--- src/rtl/pskerr_fold.sv ---
module pskerr_fold #(
  parameter int PHASE_W = 8,
  parameter int OFS_W   = 4,
  parameter int SHIFT_W = 2
) (
  input  logic                       clk,
  input  logic                       rst_n,
  input  logic                       cfg_wr,
  input  logic [OFS_W+SHIFT_W-1:0]   cfg_wdata,
  input  logic                       in_vld,
  input  logic [PHASE_W-1:0]         in_phase,
  output logic                       out_vld,
  output logic [PHASE_W-1:0]         out_err
);
  localparam int CFG_W = OFS_W + SHIFT_W;
  localparam int LOW_W = PHASE_W - OFS_W;

  logic [CFG_W-1:0]   cfg_q;
  logic [OFS_W-1:0]   ofs;
  logic [SHIFT_W-1:0] sh;
  logic [OFS_W-1:0]   top_rot;
  logic [PHASE_W-1:0] rot;
  logic [PHASE_W-1:0] fold;

  assign ofs     = cfg_q[OFS_W-1:0];
  assign sh      = cfg_q[CFG_W-1:OFS_W];
  assign top_rot = in_phase[PHASE_W-1:LOW_W] + ofs;
  assign rot     = {top_rot, in_phase[LOW_W-1:0]};
  assign fold    = rot << sh;

  always_ff @(posedge clk or negedge rst_n) begin
    if (!rst_n) cfg_q <= '0;
    else if (cfg_wr) cfg_q <= cfg_wdata;
  end

  always_ff @(posedge clk or negedge rst_n) begin
    if (!rst_n) begin
      out_vld <= 1'b0;
      out_err <= '0;
    end else begin
      out_vld <= in_vld;
      if (in_vld) out_err <= fold;
    end
  end

  p_vld_delay_r2: assert property (@(posedge clk) disable iff (!rst_n)
    in_vld |=> out_vld);
  p_vld_idle_r6: assert property (@(posedge clk) disable iff (!rst_n)
    !in_vld |=> !out_vld);
  p_err_hold_r6: assert property (@(posedge clk) disable iff (!rst_n)
    !in_vld |=> $stable(out_err));
  p_cfg_keep_r5: assert property (@(posedge clk) disable iff (!rst_n)
    !cfg_wr |=> $stable(cfg_q));
  p_low_pass_r3: assert property (@(posedge clk) disable iff (!rst_n)
    (in_vld && sh == '0) |=> out_err[LOW_W-1:0] == $past(in_phase[LOW_W-1:0]));
  p_zero_fill_r4: assert property (@(posedge clk) disable iff (!rst_n)
    in_vld |=> (out_err & ((PHASE_W'(1) << $past(sh)) - PHASE_W'(1))) == '0);
endmodule

--- config.mk ---
export PLATFORM = sky130hd
export DESIGN_NAME = pskerr_fold
export DESIGN_NICKNAME = d
export VERILOG_FILES = /design/src/rtl/pskerr_fold.sv
export SDC_FILE = /design/constraint.sdc
export NUM_CORES = 1
export LEC_CHECK = 0
export CAP_MARGIN = 20
export CORE_MARGIN = 2
export CORE_UTILIZATION = 45
export CTS_CLUSTER_DIAMETER = 50
export CTS_CLUSTER_SIZE = 8
export DETAILED_ROUTE_END_ITERATION = 12
export DONT_BUFFER_PORTS = 1
export PLACE_DENSITY = 0.57
export SETUP_SLACK_MARGIN = 0.15
export SLEW_MARGIN = 10
export SYNTH_ARGS = -nofsm -noshare
export SYNTH_HDL_FRONTEND = slang
export SYNTH_SLANG_ARGS = --single-unit
--- constraint.sdc ---
create_clock -name clk -period 2.2 [get_ports clk]
set_input_delay 0.44 -clock clk [delete_from_list [all_inputs] [get_ports clk]]
set_output_delay 0.44 -clock clk [all_outputs]
set_load 0.005 [all_outputs]
==> results.yml, run 1 <==
die:
  start_util_pct: 47.5
  rows: 15
  die_h_um: 46.7
  die_w_um: 46.7
  dieArea_mm2: 0.00218
  io_pins: 27
  core_mm2: 0.00173
routing:
  num_vias: 491
  drt-total-wl_mm: 1.38
  routedWlPerCell_um: 15.2
  drt_iter0_markers: 3
  drc: 0
  route.antenna.remaining_nets: 0
  avgViaCountPerCell: 5.40
  drtPass1Iterations: 2
run_status:
  status: "completed"
grt:
  grt_overflow: 0
  grt.total_usage_pct: 15.3
  antenna_found_initial: 0
  grt_pass1_wl_mm: 2.29
  grt_pass1_vias: 511
  grt_max_degree: 16
final_layout:
  drive_gt1_share_pct: 24.2
  fin_nets: 89
  diodes: 0
  fin_cells: 91
  synthToLayoutAreaGrowth_pct: 5.34
  fin_area_um2: 865
clock_network:
  clkSlewWorstSetupHoldPaths_ns: 0.09
  worstSkewPairLatency_ns: 0.28
  htree_levels: 1
  cts_buffers: 3
  clk_path_buf_depth: 2
  cts_tree: "built"
  cts_root_buffer: "clkbuf_4"
  cts.sinks: 15
  cts_resized: 0
sta:
  fin_crit_ns: 1.94
  hold_viol: 0
  fin_worst_skew_ns: 0.00239
  fin_crit_sh_pct: 88.3
  fin_setup_tns_ns: 0
  maxSlewHeadroom_pct: 54.7
  setup_ws_ns: 0.258
  slew_violations: 0
  fmax_ghz: 0.515
  holdWs_ns: 0.186
  worst_pin_slew_ns: 0.677
  setup_viol_count_final: 0
  rsz0062_at_grt: "no"
power_and_ir_drop:
  p_comb_share_pct: 21.0
  switching_share_pct: 26.6
  switching_power_mw: 0.173
  power_frac_clock_pct: 24.2
  power_density_mw_per_mm2: 752
  p_int_mw: 0.477
  peakVddDrop_mv: 0.367
  leakage_nw: 0.370
  p_seq_share_pct: 54.8
logic_synthesis:
  syn_nets: 87
  syn_avg_cell_area_um2: 12.6
  synth_cell_types: 27
  synth-seq-cells: 15
  seq_area_frac_synth_pct: 45.7
  netlist_area_um2: 821
  ys.warnings.count: 0
  synthCells: 65
placed_design:
  io_buffers: 0
  place_ws_ns: 0.187
  place_congestion: 0.699
  dp.final_hpwl_mm: 1.06
  dp.cells: 86
  placed_area_um2: 828
worst_setup_path:
  cp_data_required_time_ns: 2.37
  worstPathArrival_ns: 2.11
  critPathKind: "reg -> reg"
  critPathLaunchType: "flop"
  critPathMaxFanout: 2
  worstSetupEndpointType: "flop"
hold_path:
  hp-class: "in -> reg"
run:
  cap_violations: 0
==> sequential cells by signal (all words and copies together) (netlist names) <==
signal   count
out_err      8
cfg_q        6
out_vld      1
==> through the flow <==
| step | power, mW | utilization (%) |
|---|---|---|
| 6_report | 0.650 | 50.1 |
| 5_1_grt | 0.693 | 50.1 |
| 4_1_cts | 0.662 | 50.1 |
| 3_5_place_dp | 0.495 | 48.0 |
| 3_3_place_gp | 0.492 | 48.0 |
| 2_1_floorplan | 0.480 | - |
==> worst max-delay path, stage by stage, from the launching register on <==
cell and delay [ns]:
dfrtp_1 0.39, ha_1 0.21, fa_1 0.38, xor2_1 0.16, mux4_2 0.45, mux2_4 0.26
==> layer usage <==
layer  wire length (um)  global-route usage (%)
met5                  0                       0
met4                 14                    8.33
met3                 81                    3.53
met2                674                    21.4
met1                613                    21.9
==> cell type report <==
cell class	count	area [um^2]
Fill cell	171	862
Multi-Input combinational cell	42	407
Sequential cell	15	375
Tap cell	25	31.3
Clock buffer	4	26.3
Inverter	4	15.0
Timing Repair Buffer	1	10.0
==> worst paths after layout <==
path                                       from                     end  slack, ns  depth (start not counted)
min reg2reg                cfg_q[2]$_DFFE_PN0P_    cfg_q[2]$_DFFE_PN0P_       0.52                          1
min                                      in_vld       out_vld$_DFF_PN0_       0.19                          0
max in group asynchronous                 rst_n  out_err[7]$_DFFE_PN0P_       1.14                          1
max reg2reg                cfg_q[0]$_DFFE_PN0P_  out_err[6]$_DFFE_PN0P_       0.26                          5
min in group asynchronous                 rst_n    cfg_q[1]$_DFFE_PN0P_       0.63                          1
max                        cfg_q[0]$_DFFE_PN0P_  out_err[6]$_DFFE_PN0P_       0.26                          5
==> power by group through the flow <==
stage	clock network, mW	logic [mW]	registers, mW
after floorplan	0	0.134	0.346
after global placement	0	0.130	0.362
after detailed placement	0	0.132	0.363
after CTS	0.165	0.140	0.357
after global routing	0.174	0.154	0.365
final	0.157	0.137	0.356
==> cell families (layout without fill, tap and decap cells) <==
logic type,count (synthesis),in the layout,synth area share (%)
xor+xnor,3,3,3.20
simple gates,9,9,5.34
mux,15,15,25.8
buf+inv,8,9,4.72
fa+ha+maj,4,4,7.01
compound gates,11,11,8.23
flops,15,15,45.7
==> synthesized netlist by cell type <==
| master | n | share of area (%) |
|---|---|---|
| buf_2 | 1 | 0.61 |
| o22ai_1 | 1 | 0.76 |
| nand2b_1 | 1 | 0.76 |
| nor2_1 | 3 | 1.4 |
| a21oi_1 | 3 | 1.8 |
| xor2_1 | 1 | 1.1 |
| a21o_1 | 1 | 0.91 |
| xnor2_1 | 2 | 2.1 |
| mux4_2 | 3 | 8.2 |
| ha_1 | 3 | 4.6 |
| mux2_2 | 7 | 9.6 |
| buf_1 | 1 | 0.46 |
| nor2b_1 | 1 | 0.76 |
| o21ai_0 | 2 | 1.2 |
| o221ai_1 | 1 | 1.1 |
| clkbuf_1 | 1 | 0.46 |
| mux2_4 | 3 | 5.5 |
| nand2_1 | 2 | 0.91 |
| a211oi_1 | 1 | 0.91 |
| inv_1 | 4 | 1.8 |
| nor3b_1 | 1 | 0.91 |
| nand3_1 | 1 | 0.61 |
| fa_1 | 1 | 2.4 |
| mux2i_1 | 2 | 2.4 |
| buf_6 | 1 | 1.4 |
| dfrtp_1 | 15 | 46 |
| a31oi_1 | 2 | 1.5 |
==> layout by cell type (no fill, tap or decap), types with 2 or more instances in the layout <==
master | synthesis | routed
a21oi_1 | 3 | 3
a31oi_1 | 2 | 2
clkbuf_4 | 0 | 3
dfrtp_1 | 15 | 15
ha_1 | 3 | 3
inv_1 | 4 | 4
mux2_2 | 7 | 7
mux2_4 | 3 | 3
mux2i_1 | 2 | 2
mux4_2 | 3 | 3
nand2_1 | 2 | 2
nor2_1 | 3 | 3
o21ai_0 | 2 | 2
xnor2_1 | 2 | 2
==> repair_timing <==
action,in CTS,in global routing
hold buffers,1,0
setup buffers,0,0
hold endpoints to repair,15,0
No activity file was read; power rests on OpenSTA's default activity.
==> run 2, diff against run 1 <==
- SETUP_SLACK_MARGIN: 0.15 -> 0.3
==> run 2 against run 1 <==
- wire length fell by 1.7%
- register-to-register slack better by 0.06 ns
- clock skew about the same
- setup slack improved by 0.059 ns
- sequential share of layout area fell by 1.1 points
- die area stayed put
- fmax grew 3.1%
- hold slack lost 0.0029 ns
- sequential power about the same
- global-route usage about the same
==> results.yml, run 2 (same netlist as run 1, synthesis figures left out) <==
run_status:
  status: "completed"
clock_network:
  htree_levels: 1
  clkSlewWorstSetupHoldPaths_ns: 0.09
  worstSkewPairLatency_ns: 0.28
  clk_path_buf_depth: 2
  cts_tree: "built"
  cts_resized: 0
  cts_buffers: 3
  cts.sinks: 15
  cts_root_buffer: "clkbuf_4"
worst_setup_path:
  endpoint: "out_err[6]$_DFFE_PN0P_"
  critPathKind: "reg -> reg"
  cp_data_required_time_ns: 2.37
  r2r_slack_ns: 0.32
  worstSetupEndpointType: "flop"
  worstPathArrival_ns: 2.05
  startpoint: "cfg_q[0]$_DFFE_PN0P_"
  reg2reg_from: "cfg_q[0]$_DFFE_PN0P_"
  worstPathCellList: "ha_4 -> fa_2 -> xor2_1 -> mux4_2 -> mux2_4"
  critPathMaxFanout: 2
  critPathLaunchType: "flop"
  slowest_stage: "mux4_2"
  worstReg2RegEnd: "out_err[6]$_DFFE_PN0P_"
  critPathMaxStageDelay_ns: 0.45
  reg2reg_depth: 5
final_layout:
  largest_reg_flops: 8
  layout_common_cells: "dfrtp_1 (15), mux2_2 (7), inv_1 (4)"
  diodes: 0
  final_common_cell: "dfrtp_1"
  drive_gt1_share_pct: 28.4
  fillers: 164
  seq_area_um2: 375
  fin_nets: 90
  synthToLayoutAreaGrowth_pct: 8.08
  regMostFlops: "out_err"
  final_util_pct: 51.4
  multi_input_area_um2: 422
  top_regs: "out_err (8), cfg_q (6), out_vld (1)"
power_and_ir_drop:
  p_int_mw: 0.482
  switching_share_pct: 26.4
  power_frac_clock_pct: 23.9
  peakVddDrop_mv: 0.349
  p_comb_share_pct: 21.8
  leakage_nw: 0.374
  switching_power_mw: 0.173
  p_seq_share_pct: 54.3
  power_density_mw_per_mm2: 739
hold_path:
  hold_path_depth: 0
  hp-class: "in -> reg"
die:
  io_pins: 27
  dieArea_mm2: 0.00218
  die_w_um: 46.7
  core_mm2: 0.00173
  start_util_pct: 47.5
  rows: 15
  die_h_um: 46.7
placed_design:
  io_buffers: 0
  dp.final_hpwl_mm: 1.03
  place_congestion: 0.654
sta:
  hold_viol: 0
  maxSlewHeadroom_pct: 52.7
  slew_violations: 0
  fmax_ghz: 0.531
  rsz0062_at_grt: "yes"
  fin_crit_ns: 1.88
  setup_viol_count_final: 0
  fin_worst_skew_ns: 0.00219
  worst_pin_slew_ns: 0.707
  fin_setup_tns_ns: 0
  fin_crit_sh_pct: 85.6
routing:
  drc: 0
  route.antenna.remaining_nets: 0
  avgViaCountPerCell: 5.26
  drtPass1Iterations: 2
  num_vias: 484
  routedWlPerCell_um: 14.8
  drt_iter0_markers: 1
  drt-total-wl_mm: 1.36
grt:
  grt_max_degree: 16
  grt_overflow: 0
  grt.total_usage_pct: 15.3
  grt_pass1_wl_mm: 2.21
  grt_pass1_vias: 505
  antenna_found_initial: 0
run:
  cap_violations: 0
## run 2: cell types whose count changed in the layout (fill, tap and decap cells not counted)
cell   before  now
buf_4       0    1
fa_1        1    0
fa_2        0    1
ha_1        3    2
ha_4        0    1
## run 2: metrics by stage
step / hold slack, ns / std cells / total power [mW] / area, um^2 / worst slack [ns]
6_report: 0.183 / 92 / 0.656 / 887 / 0.317
3_3_place_gp: 0.145 / 86 / 0.498 / 843 / 0.258
4_1_cts: 0.174 / 91 / 0.666 / 880 / 0.301
2_1_floorplan: 0.144 / 65 / 0.485 / 836 / 0.277
3_5_place_dp: 0.145 / 86 / 0.500 / 843 / 0.251
5_1_grt: 0.158 / 92 / 0.707 / 887 / 0.268
## run 2: how the worst min path moves through the flow
stage                           endpoint  startpoint  slack (ns)
floorplan           cfg_q[0]$_DFFE_PN0P_       rst_n        0.14
global placement    cfg_q[0]$_DFFE_PN0P_       rst_n        0.14
detailed placement  cfg_q[0]$_DFFE_PN0P_       rst_n        0.14
CTS                    out_vld$_DFF_PN0_      in_vld        0.17
global route           out_vld$_DFF_PN0_      in_vld        0.16
finish                 out_vld$_DFF_PN0_      in_vld        0.18
## run 2: cell type report
cell class / instances / share of cell area, %
Clock buffer: 4 / 2.96
Inverter: 4 / 1.69
Multi-Input combinational cell: 42 / 47.5
Sequential cell: 15 / 42.3
Tap cell: 25 / 3.53
Timing Repair Buffer: 2 / 1.97
## run 2: per-layer routing
metal / GRT usage (%) / part of all wire (%) / vias to the layer above
li1: - / - / 236
met1: 20.1 / 46 / 234
met2: 22.8 / 47 / 12
met3: 4.31 / 6.3 / 2
met4: 8.33 / 0.81 / 0
met5: 0 / 0 / -
## run 2: what timing repair did
| item | in CTS | in global routing |
|---|---|---|
| buffers inserted | 0 | 1 |
| pin swaps | 2 | 1 |
| hold buffers | 1 | 0 |
| gates cloned | 0 | 0 |
| endpoints found under the hold margin | 15 | 0 |
| endpoints found under the setup margin | 2 | 2 |
## run 2: critical path, delay by kind of cell (launching register included)
kind                       cells  cell delay [ns]
muxes                          2             0.71
adders and majority gates      2             0.50
xor gates and xnor gates       1             0.15
DFF                            1             0.42
## run 2: power by group through the flow
stage / clock network, mW / logic (mW) / registers [mW]
floorplan: 0 / 0.137 / 0.347
global placement: 0 / 0.135 / 0.363
detailed placement: 0 / 0.137 / 0.363
CTS: 0.165 / 0.144 / 0.357
global route: 0.180 / 0.162 / 0.366
finish: 0.157 / 0.143 / 0.356
